<file path="config.mk">
export PLATFORM = sky130hd
export DESIGN_NAME = cmd_cache
export DESIGN_NICKNAME = d
export VERILOG_FILES = /design/src/rtl/cc_pkg.sv /design/src/rtl/cc_ctrl.sv /design/src/rtl/cc_datapath.sv /design/src/rtl/cmd_cache.sv
export SDC_FILE = /design/constraint.sdc
export NUM_CORES = 2
export LEC_CHECK = 0
export BUFFER_PORTS_ARGS = -buffer_cell sky130_fd_sc_hd__buf_2
export CAP_MARGIN = 10
export CORE_MARGIN = 1.5
export CORE_UTILIZATION = 48
export CTS_CLUSTER_SIZE = 20
export DETAILED_ROUTE_END_ITERATION = 6
export GPL_ROUTABILITY_DRIVEN = 1
export GPL_TIMING_DRIVEN = 1
export PLACE_DENSITY = 0.63
export SETUP_SLACK_MARGIN = 0.5
export SYNTH_ARGS = -nofsm -noshare
export SYNTH_HDL_FRONTEND = slang
export SYNTH_SLANG_ARGS = --single-unit
</file>
<file path="constraint.sdc">
create_clock -name clk -period 6.23 [get_ports clk]
set_input_delay 1.246 -clock clk [delete_from_list [all_inputs] [get_ports clk]]
set_output_delay 1.246 -clock clk [all_outputs]
set_load 0.02 [all_outputs]
</file>
<file path="src/rtl/cc_pkg.sv">
package cc_pkg;
  localparam int CHAN_W       = 3;
  localparam int NAME_W       = 32;
  localparam int HASH_W       = 8;
  localparam int REC_BYTES    = 16;
  localparam int HT_MIN_BYTES = 4096;
  localparam int RO_MIN_SLOTS = HT_MIN_BYTES / 2 / REC_BYTES;
  localparam int HT_SEL_MAX   = 3;
  localparam int SLOT_W       = $clog2(RO_MIN_SLOTS << HT_SEL_MAX);

  typedef enum logic [1:0] {
    RSN_NONE    = 2'd0,
    RSN_FULL    = 2'd1,
    RSN_OFF     = 2'd2,
    RSN_ILLEGAL = 2'd3
  } reason_e;

  typedef struct packed {
    logic              injPush;
    logic              injPop;
    logic              fifoPush;
    logic              fifoPop;
    logic              headInj;
    logic              roEmit;
    logic [SLOT_W-1:0] roSlot;
  } strobe_t;
endpackage

</file>
<file path="src/rtl/cc_ctrl.sv">
module cc_ctrl
  import cc_pkg::*;
#(
  parameter int FIFO_DEPTH = 32
) (
  input  logic              clk,
  input  logic              rst_n,
  input  logic              cacheEn,
  input  logic [CHAN_W-1:0] activeChan,
  input  logic [1:0]        htSel,
  input  logic              subValid,
  input  logic              subInject,
  input  logic              subWrite,
  input  logic [CHAN_W-1:0] subChan,
  input  logic              pullReady,
  input  logic              roGetInc,
  output logic              pullValid,
  output strobe_t           stb,
  output reason_e           subReason,
  output logic              irq,
  output logic [3:0]        status
);
  localparam int CNT_W = $clog2(FIFO_DEPTH + 1);
  localparam int PTR_W = SLOT_W + 1;

  logic             injFull;
  logic [CNT_W-1:0] fifoCount;
  logic [PTR_W-1:0] roPut, roGet, roCount, roCap;
  logic             roOvf, roFull, roEmpty;
  reason_e          lastReason;
  logic             accept, reject, pop;

  assign roCount = roPut - roGet;
  assign roCap   = PTR_W'(RO_MIN_SLOTS) << htSel;
  assign roFull  = roCount >= roCap;
  assign roEmpty = roCount == '0;

  // refusal ranking: disabled, then illegal access, then no room
  always_comb begin
    if (!cacheEn)
      subReason = RSN_OFF;
    else if (subChan != activeChan || !subWrite)
      subReason = RSN_ILLEGAL;
    else if (subInject ? injFull : (fifoCount == CNT_W'(FIFO_DEPTH)))
      subReason = RSN_FULL;
    else
      subReason = RSN_NONE;
  end

  assign accept    = subValid && subReason == RSN_NONE;
  assign reject    = subValid && subReason != RSN_NONE;
  assign pullValid = injFull || fifoCount != '0;
  assign pop       = pullValid && pullReady;

  always_comb begin
    stb          = '0;
    stb.injPush  = accept && subInject;
    stb.fifoPush = accept && !subInject;
    stb.headInj  = injFull;
    stb.injPop   = pop && injFull;
    stb.fifoPop  = pop && !injFull;
    stb.roEmit   = reject && !roFull;
    stb.roSlot   = roPut[SLOT_W-1:0] & (roCap[SLOT_W-1:0] - 1'b1);
  end

  always_ff @(posedge clk or negedge rst_n) begin
    if (!rst_n) begin
      injFull    <= 1'b0;
      fifoCount  <= '0;
      roPut      <= '0;
      roGet      <= '0;
      roOvf      <= 1'b0;
      lastReason <= RSN_NONE;
    end else begin
      if (stb.injPush)     injFull <= 1'b1;
      else if (stb.injPop) injFull <= 1'b0;
      fifoCount <= fifoCount + CNT_W'(stb.fifoPush) - CNT_W'(stb.fifoPop);
      if (reject) begin
        lastReason <= subReason;
        if (roFull) roOvf <= 1'b1;
        else        roPut <= roPut + 1'b1;
      end
      if (roGetInc && !roEmpty) roGet <= roGet + 1'b1;
    end
  end

  assign irq    = !roEmpty;
  assign status = {lastReason, roOvf, roEmpty};

  a_r9_fifo_bound: assert property (@(posedge clk) disable iff (!rst_n)
    fifoCount <= CNT_W'(FIFO_DEPTH));
  a_r6_runout_bound: assert property (@(posedge clk) disable iff (!rst_n)
    roCount <= roCap);
  a_r7_ovf_sticky: assert property (@(posedge clk) disable iff (!rst_n)
    roOvf |=> roOvf);
  a_r4_hold_entry: assert property (@(posedge clk) disable iff (!rst_n)
    (pullValid && !pullReady) |=> pullValid);
endmodule

</file>
<file path="src/rtl/cc_datapath.sv">
module cc_datapath
  import cc_pkg::*;
#(
  parameter int FIFO_DEPTH = 32,
  parameter int METHOD_W   = 13,
  parameter int DATA_W     = 32
) (
  input  logic                clk,
  input  logic                rst_n,
  input  strobe_t             stb,
  input  reason_e             subReason,
  input  logic                subWrite,
  input  logic [NAME_W-1:0]   subName,
  input  logic [CHAN_W-1:0]   subChan,
  input  logic [METHOD_W-1:0] subMethod,
  input  logic [DATA_W-1:0]   subData,
  output logic [NAME_W-1:0]   pullName,
  output logic [CHAN_W-1:0]   pullChan,
  output logic [METHOD_W-1:0] pullMethod,
  output logic [DATA_W-1:0]   pullData,
  output logic [HASH_W+3:0]   pullAddr,
  output logic                roWrValid,
  output logic [SLOT_W+3:0]   roWrAddr,
  output logic [NAME_W-1:0]   roName,
  output logic [CHAN_W-1:0]   roChan,
  output logic [METHOD_W-1:0] roMethod,
  output logic [DATA_W-1:0]   roData,
  output reason_e             roReason,
  output logic                roWrite
);
  localparam int ENTRY_W = NAME_W + CHAN_W + METHOD_W + DATA_W;
  localparam int AW      = $clog2(FIFO_DEPTH);
  localparam int NBYTES  = NAME_W / 8;

  logic [ENTRY_W-1:0] subEntry, injEntry, fifoHead, headEntry;
  logic [ENTRY_W-1:0] mem [FIFO_DEPTH];
  logic [AW-1:0]      wrPtr, rdPtr;

  assign subEntry = {subName, subChan, subMethod, subData};

  always_ff @(posedge clk) begin
    if (stb.injPush)  injEntry   <= subEntry;
    if (stb.fifoPush) mem[wrPtr] <= subEntry;
  end

  always_ff @(posedge clk or negedge rst_n) begin
    if (!rst_n) begin
      wrPtr <= '0;
      rdPtr <= '0;
    end else begin
      if (stb.fifoPush) wrPtr <= wrPtr + 1'b1;
      if (stb.fifoPop)  rdPtr <= rdPtr + 1'b1;
    end
  end

  assign fifoHead  = mem[rdPtr];
  assign headEntry = stb.headInj ? injEntry : fifoHead;
  assign {pullName, pullChan, pullMethod, pullData} = headEntry;

  // byte-folding hash chain
  logic [HASH_W-1:0] fold [NBYTES+1];
  assign fold[0] = HASH_W'(pullChan);
  for (genvar i = 0; i < NBYTES; i++) begin : g_fold
    assign fold[i+1] = fold[i] ^ pullName[8*i +: 8];
  end
  assign pullAddr = {fold[NBYTES], 4'b0000};

  always_ff @(posedge clk or negedge rst_n) begin
    if (!rst_n) begin
      roWrValid <= 1'b0;
      roWrAddr  <= '0;
      roName    <= '0;
      roChan    <= '0;
      roMethod  <= '0;
      roData    <= '0;
      roReason  <= RSN_NONE;
      roWrite   <= 1'b0;
    end else begin
      roWrValid <= stb.roEmit;
      if (stb.roEmit) begin
        roWrAddr <= {stb.roSlot, 4'b0000};
        roName   <= subName;
        roChan   <= subChan;
        roMethod <= subMethod;
        roData   <= subData;
        roReason <= subReason;
        roWrite  <= subWrite;
      end
    end
  end

  a_r5_record_has_reason: assert property (@(posedge clk) disable iff (!rst_n)
    roWrValid |-> roReason != RSN_NONE);
  a_r5_record_pulse: assert property (@(posedge clk) disable iff (!rst_n)
    roWrValid |-> $past(stb.roEmit));
endmodule

</file>
<file path="src/rtl/cmd_cache.sv">
module cmd_cache
  import cc_pkg::*;
#(
  parameter int FIFO_DEPTH = 32,
  parameter int METHOD_W   = 13,
  parameter int DATA_W     = 32
) (
  input  logic                clk,
  input  logic                rst_n,
  input  logic                cacheEn,
  input  logic [2:0]          activeChan,
  input  logic [1:0]          htSel,
  input  logic                subValid,
  input  logic                subInject,
  input  logic                subWrite,
  input  logic [31:0]         subName,
  input  logic [2:0]          subChan,
  input  logic [METHOD_W-1:0] subMethod,
  input  logic [DATA_W-1:0]   subData,
  input  logic                pullReady,
  output logic                pullValid,
  output logic [31:0]         pullName,
  output logic [2:0]          pullChan,
  output logic [METHOD_W-1:0] pullMethod,
  output logic [DATA_W-1:0]   pullData,
  output logic [11:0]         pullAddr,
  output logic                roWrValid,
  output logic [13:0]         roWrAddr,
  output logic [31:0]         roName,
  output logic [2:0]          roChan,
  output logic [METHOD_W-1:0] roMethod,
  output logic [DATA_W-1:0]   roData,
  output logic [1:0]          roReason,
  output logic                roWrite,
  input  logic                roGetInc,
  output logic                irq,
  output logic [3:0]          status
);
  strobe_t stb;
  reason_e subReason, recReason;

  cc_ctrl #(.FIFO_DEPTH(FIFO_DEPTH)) u_ctrl (
    .clk(clk), .rst_n(rst_n), .cacheEn(cacheEn), .activeChan(activeChan),
    .htSel(htSel), .subValid(subValid), .subInject(subInject),
    .subWrite(subWrite), .subChan(subChan), .pullReady(pullReady),
    .roGetInc(roGetInc), .pullValid(pullValid), .stb(stb),
    .subReason(subReason), .irq(irq), .status(status)
  );

  cc_datapath #(.FIFO_DEPTH(FIFO_DEPTH), .METHOD_W(METHOD_W), .DATA_W(DATA_W)) u_dp (
    .clk(clk), .rst_n(rst_n), .stb(stb), .subReason(subReason),
    .subWrite(subWrite), .subName(subName), .subChan(subChan),
    .subMethod(subMethod), .subData(subData), .pullName(pullName),
    .pullChan(pullChan), .pullMethod(pullMethod), .pullData(pullData),
    .pullAddr(pullAddr), .roWrValid(roWrValid), .roWrAddr(roWrAddr),
    .roName(roName), .roChan(roChan), .roMethod(roMethod), .roData(roData),
    .roReason(recReason), .roWrite(roWrite)
  );

  assign roReason = recReason;

  a_r5_record_follows_sub: assert property (@(posedge clk) disable iff (!rst_n)
    roWrValid |-> $past(subValid));
  a_r4_accept_shows: assert property (@(posedge clk) disable iff (!rst_n)
    (subValid && subReason == RSN_NONE) |=> pullValid);
endmodule

</file>
==> qor.txt <==
Syn Inst Count: 4,478
Vias per inst: 6.04
Top sig layer: met4
Die height: 474 um
DR WL/cell: 31.9 um
Cell Count, Final, Fillers Out: 8,148
H-tree depth: 5
Slew Limit Headroom: 36.3%
Final nets: 5,108
DP HPWL: 129 mm
Max-cap violations: 0
Synth Flop Type: edfxtp_1
DRT iter0 DRCs: 5,433
Share of the synthesized area in the top cell type: 74.5%
CP arrival: 4320 ps
Number of global-route vias before repair: 50,470
Commonest cells after routing, fill and taps aside: edfxtp_1, mux4_2, clkbuf_16, buf_2, dfrtp_1
Starting density of the core: 48.4%
Share of layout cells above drive strength 1: 33.7%
Setup Viol. Count Final: 0
Fill cells: 16,316
GRT Total Usage: 23.3%
Syn Area/Cell: 23.8 um^2
GRT overflow: 0
DP Cell Count: 7,628
First-pass DRT Iterations: 5
Synth warnings: 0
Post-Route WL: 260 mm
Worst Max-Slew Pin Slew: 956 ps
R2R Path End: u_dp.roData[14]$_DFFE_PN0P_
Req. time, crit path: 4980 ps
Post-synthesis cell type count: 51
Leakage power: 38.8 nW
Max-slew violations: 0
Maximum VDD drop: 0.000423 V
CTS clk-pin slew, worst paths: 60 ps
Met2 Wirelength: 127 mm
Sequential-to-total area share from yosys stat: 77.7%
Antenna Nets Post-Route: 0
Setup crit end kind: primary output
Fin. Hold Viols: 0
Met3 WL: 19.1 mm
CP max FO: 65
Rows: 172
Area Growth Syn to Fin: 14.5%
R2R depth: 17
Root Buffer: clkbuf_16
Largest net degree at the start of global routing: 112
Initial antenna violation count: 15
Tmin final: 5560 ps
Clock tree sinks: 2,776
Reg-to-reg slack, setup: 1550 ps
First-pass GRT wire length: 370 mm
Most common cell after layout, fill and taps aside: edfxtp_1
GP Congestion: 0.747
FMAX: 180 MHz
Top cell type by total area after synthesis: edfxtp_1
DRC viols: 0
Critical Path Start Type: register
Crit path kind: register to primary output
Fin crit share: 89.3%
Pwr Density: 450 mW/mm^2
Post-synth EDFFs: 2,640
Clk Latency, worst-skew pair: 920 ps
Core area: 0.220 mm^2
Launching point of the worst reg2reg path: u_ctrl.roPut[0]$_DFFE_PN0P_
Post-synth ARST share: 4.90%
CTS tree: built
Area of the mapped netlist: 0.106 mm^2
IO Port Bufs: 280
Clock buffers created by TritonCTS: 298
Die W: 474 um
Wire length on met1: 107 mm
Final Skew: 49.4 ps
Final Total Pwr: 54.8 mW
Vias post-DR: 49,186
Status: completed
I/O pin count: 289
RSZ-0062 raised after global routing: yes
Worst Hold Class: primary input to async pin
Area of the die: 0.224 mm^2
Top post-synthesis cells by area: edfxtp_1, mux4_2, dfrtp_1
Max Buffers Root-to-Sink: 4
Yosys reg bits: 2,776
[through the flow]
| stage | instance area, um^2 | util [%] | setup TNS [ps] | worst slack (ps) | hold slack [ps] |
|---|---|---|---|---|---|
| after floorplan | 106000 | - | -491630 | -225 | 429 |
| after global placement | 112000 | 51.1 | 0 | 830 | 437 |
| after detailed placement | 112000 | 51.1 | 0 | 781 | 442 |
| after CTS | 122000 | 55.3 | 0 | 443 | 232 |
| after global routing | 122000 | 55.4 | 0 | 466 | 258 |
| final | 122000 | 55.4 | 0 | 668 | 263 |
[cell type report]
cell class                      instances  area (um^2)  area share (%)
Antenna cell                            3         7.51         0.00616
Clock buffer                          389         8080            6.63
Clock inverter                        115         1040           0.851
Inverter                               28          105          0.0863
Multi-Input combinational cell       1447        22800            18.7
Sequential cell                      2776        82700            67.9
Tap cell                             2958         3700            3.04
Timing Repair Buffer                  432         3410            2.80
[cell usage after synthesis (all sizes together), types with 2 or more instances]
cell and count:
nor4 6, a21o 4, o211ai 3, o21ai 97
edfxtp 2640, nand3b 4, nor2 42, buf 146
or3b 2, xor2 21, nand3 14, mux2 90
nor2b 4, and3 2, xnor2 45, mux2i 74
o21a 6, fa 2, mux4 788, or4 2
o2111ai 2, a22oi 25, inv 28, ha 30
clkbuf 88, or3 4, nand2b 5, nand2 117
a21oi 23, dfrtp 136, nor3 9, nand4 8
[worst max-delay path by stage]
stage / from / end / slack, ps / depth (start not counted)
finish: u_dp.rdPtr[2]$_DFFE_PN0P_ / pullAddr[10] / 670 / 7
detailed placement: subChan[1] / u_dp.mem[27][3]$_DFFE_PP_ / 780 / 9
CTS: u_dp.rdPtr[2]$_DFFE_PN0P_ / pullAddr[4] / 440 / 8
global route: u_dp.rdPtr[2]$_DFFE_PN0P_ / pullAddr[10] / 470 / 7
global placement: subChan[1] / u_dp.mem[27][18]$_DFFE_PP_ / 830 / 9
floorplan: activeChan[2] / u_dp.mem[31][0]$_DFFE_PP_ / -220 / 7
[power by group]
part	internal [mW]	switching (mW)	total (mW)
combinational	7.70	9.04	16.7
clock	9.87	6.93	16.8
sequential	20.8	0.457	21.3
[sequential cells by signal (all words and copies together) (netlist names), 10 cells and up]
signal         flops
u_dp.mem        2560
u_dp.roWrAddr     10
u_dp.roMethod     13
u_ctrl.roGet      11
u_ctrl.roPut      11
u_dp.roName       32
u_dp.roData       32
u_dp.injEntry     80
[cell families (layout without fill, tap and decap cells)]
family	Yosys count	in the layout	share of synthesized area, %
DFF	2776	2776	77.7
and+or+nand+nor	225	225	0.954
buffers and inverters	262	964	1.19
xor gates and xnor gates	66	66	0.543
AOI/OAI and AO/OA	164	164	0.877
other	1	11	0.00352
adders and majority gates	32	32	0.390
muxes	952	952	18.3
[critical path: stages (launching register included)]
cell and delay [ps]:
dfrtp_4 890, buf_16 580, mux4_2 620, mux2i_1 160, o21ai_1 130, xnor2_1 560, xnor2_1 180, buf_2 180
[layer usage]
| layer | GRT usage (%) | up-vias |
|---|---|---|
| met3 | 4.21 | 408 |
| met4 | 6.21 | 0 |
| li1 | - | 20035 |
| met1 | 33.1 | 26770 |
| met2 | 37.6 | 1973 |
| met5 | 0 | - |
[what timing repair did]
action | in CTS | in global routing
setup endpoints to repair | 17 | 13
gates cloned | 0 | 1
pin swaps | 1 | 0
setup buffers | 2 | 10
hold buffers | 0 | 0
resized for setup | 9 | 8
Power figures use the tool's default switching activity.
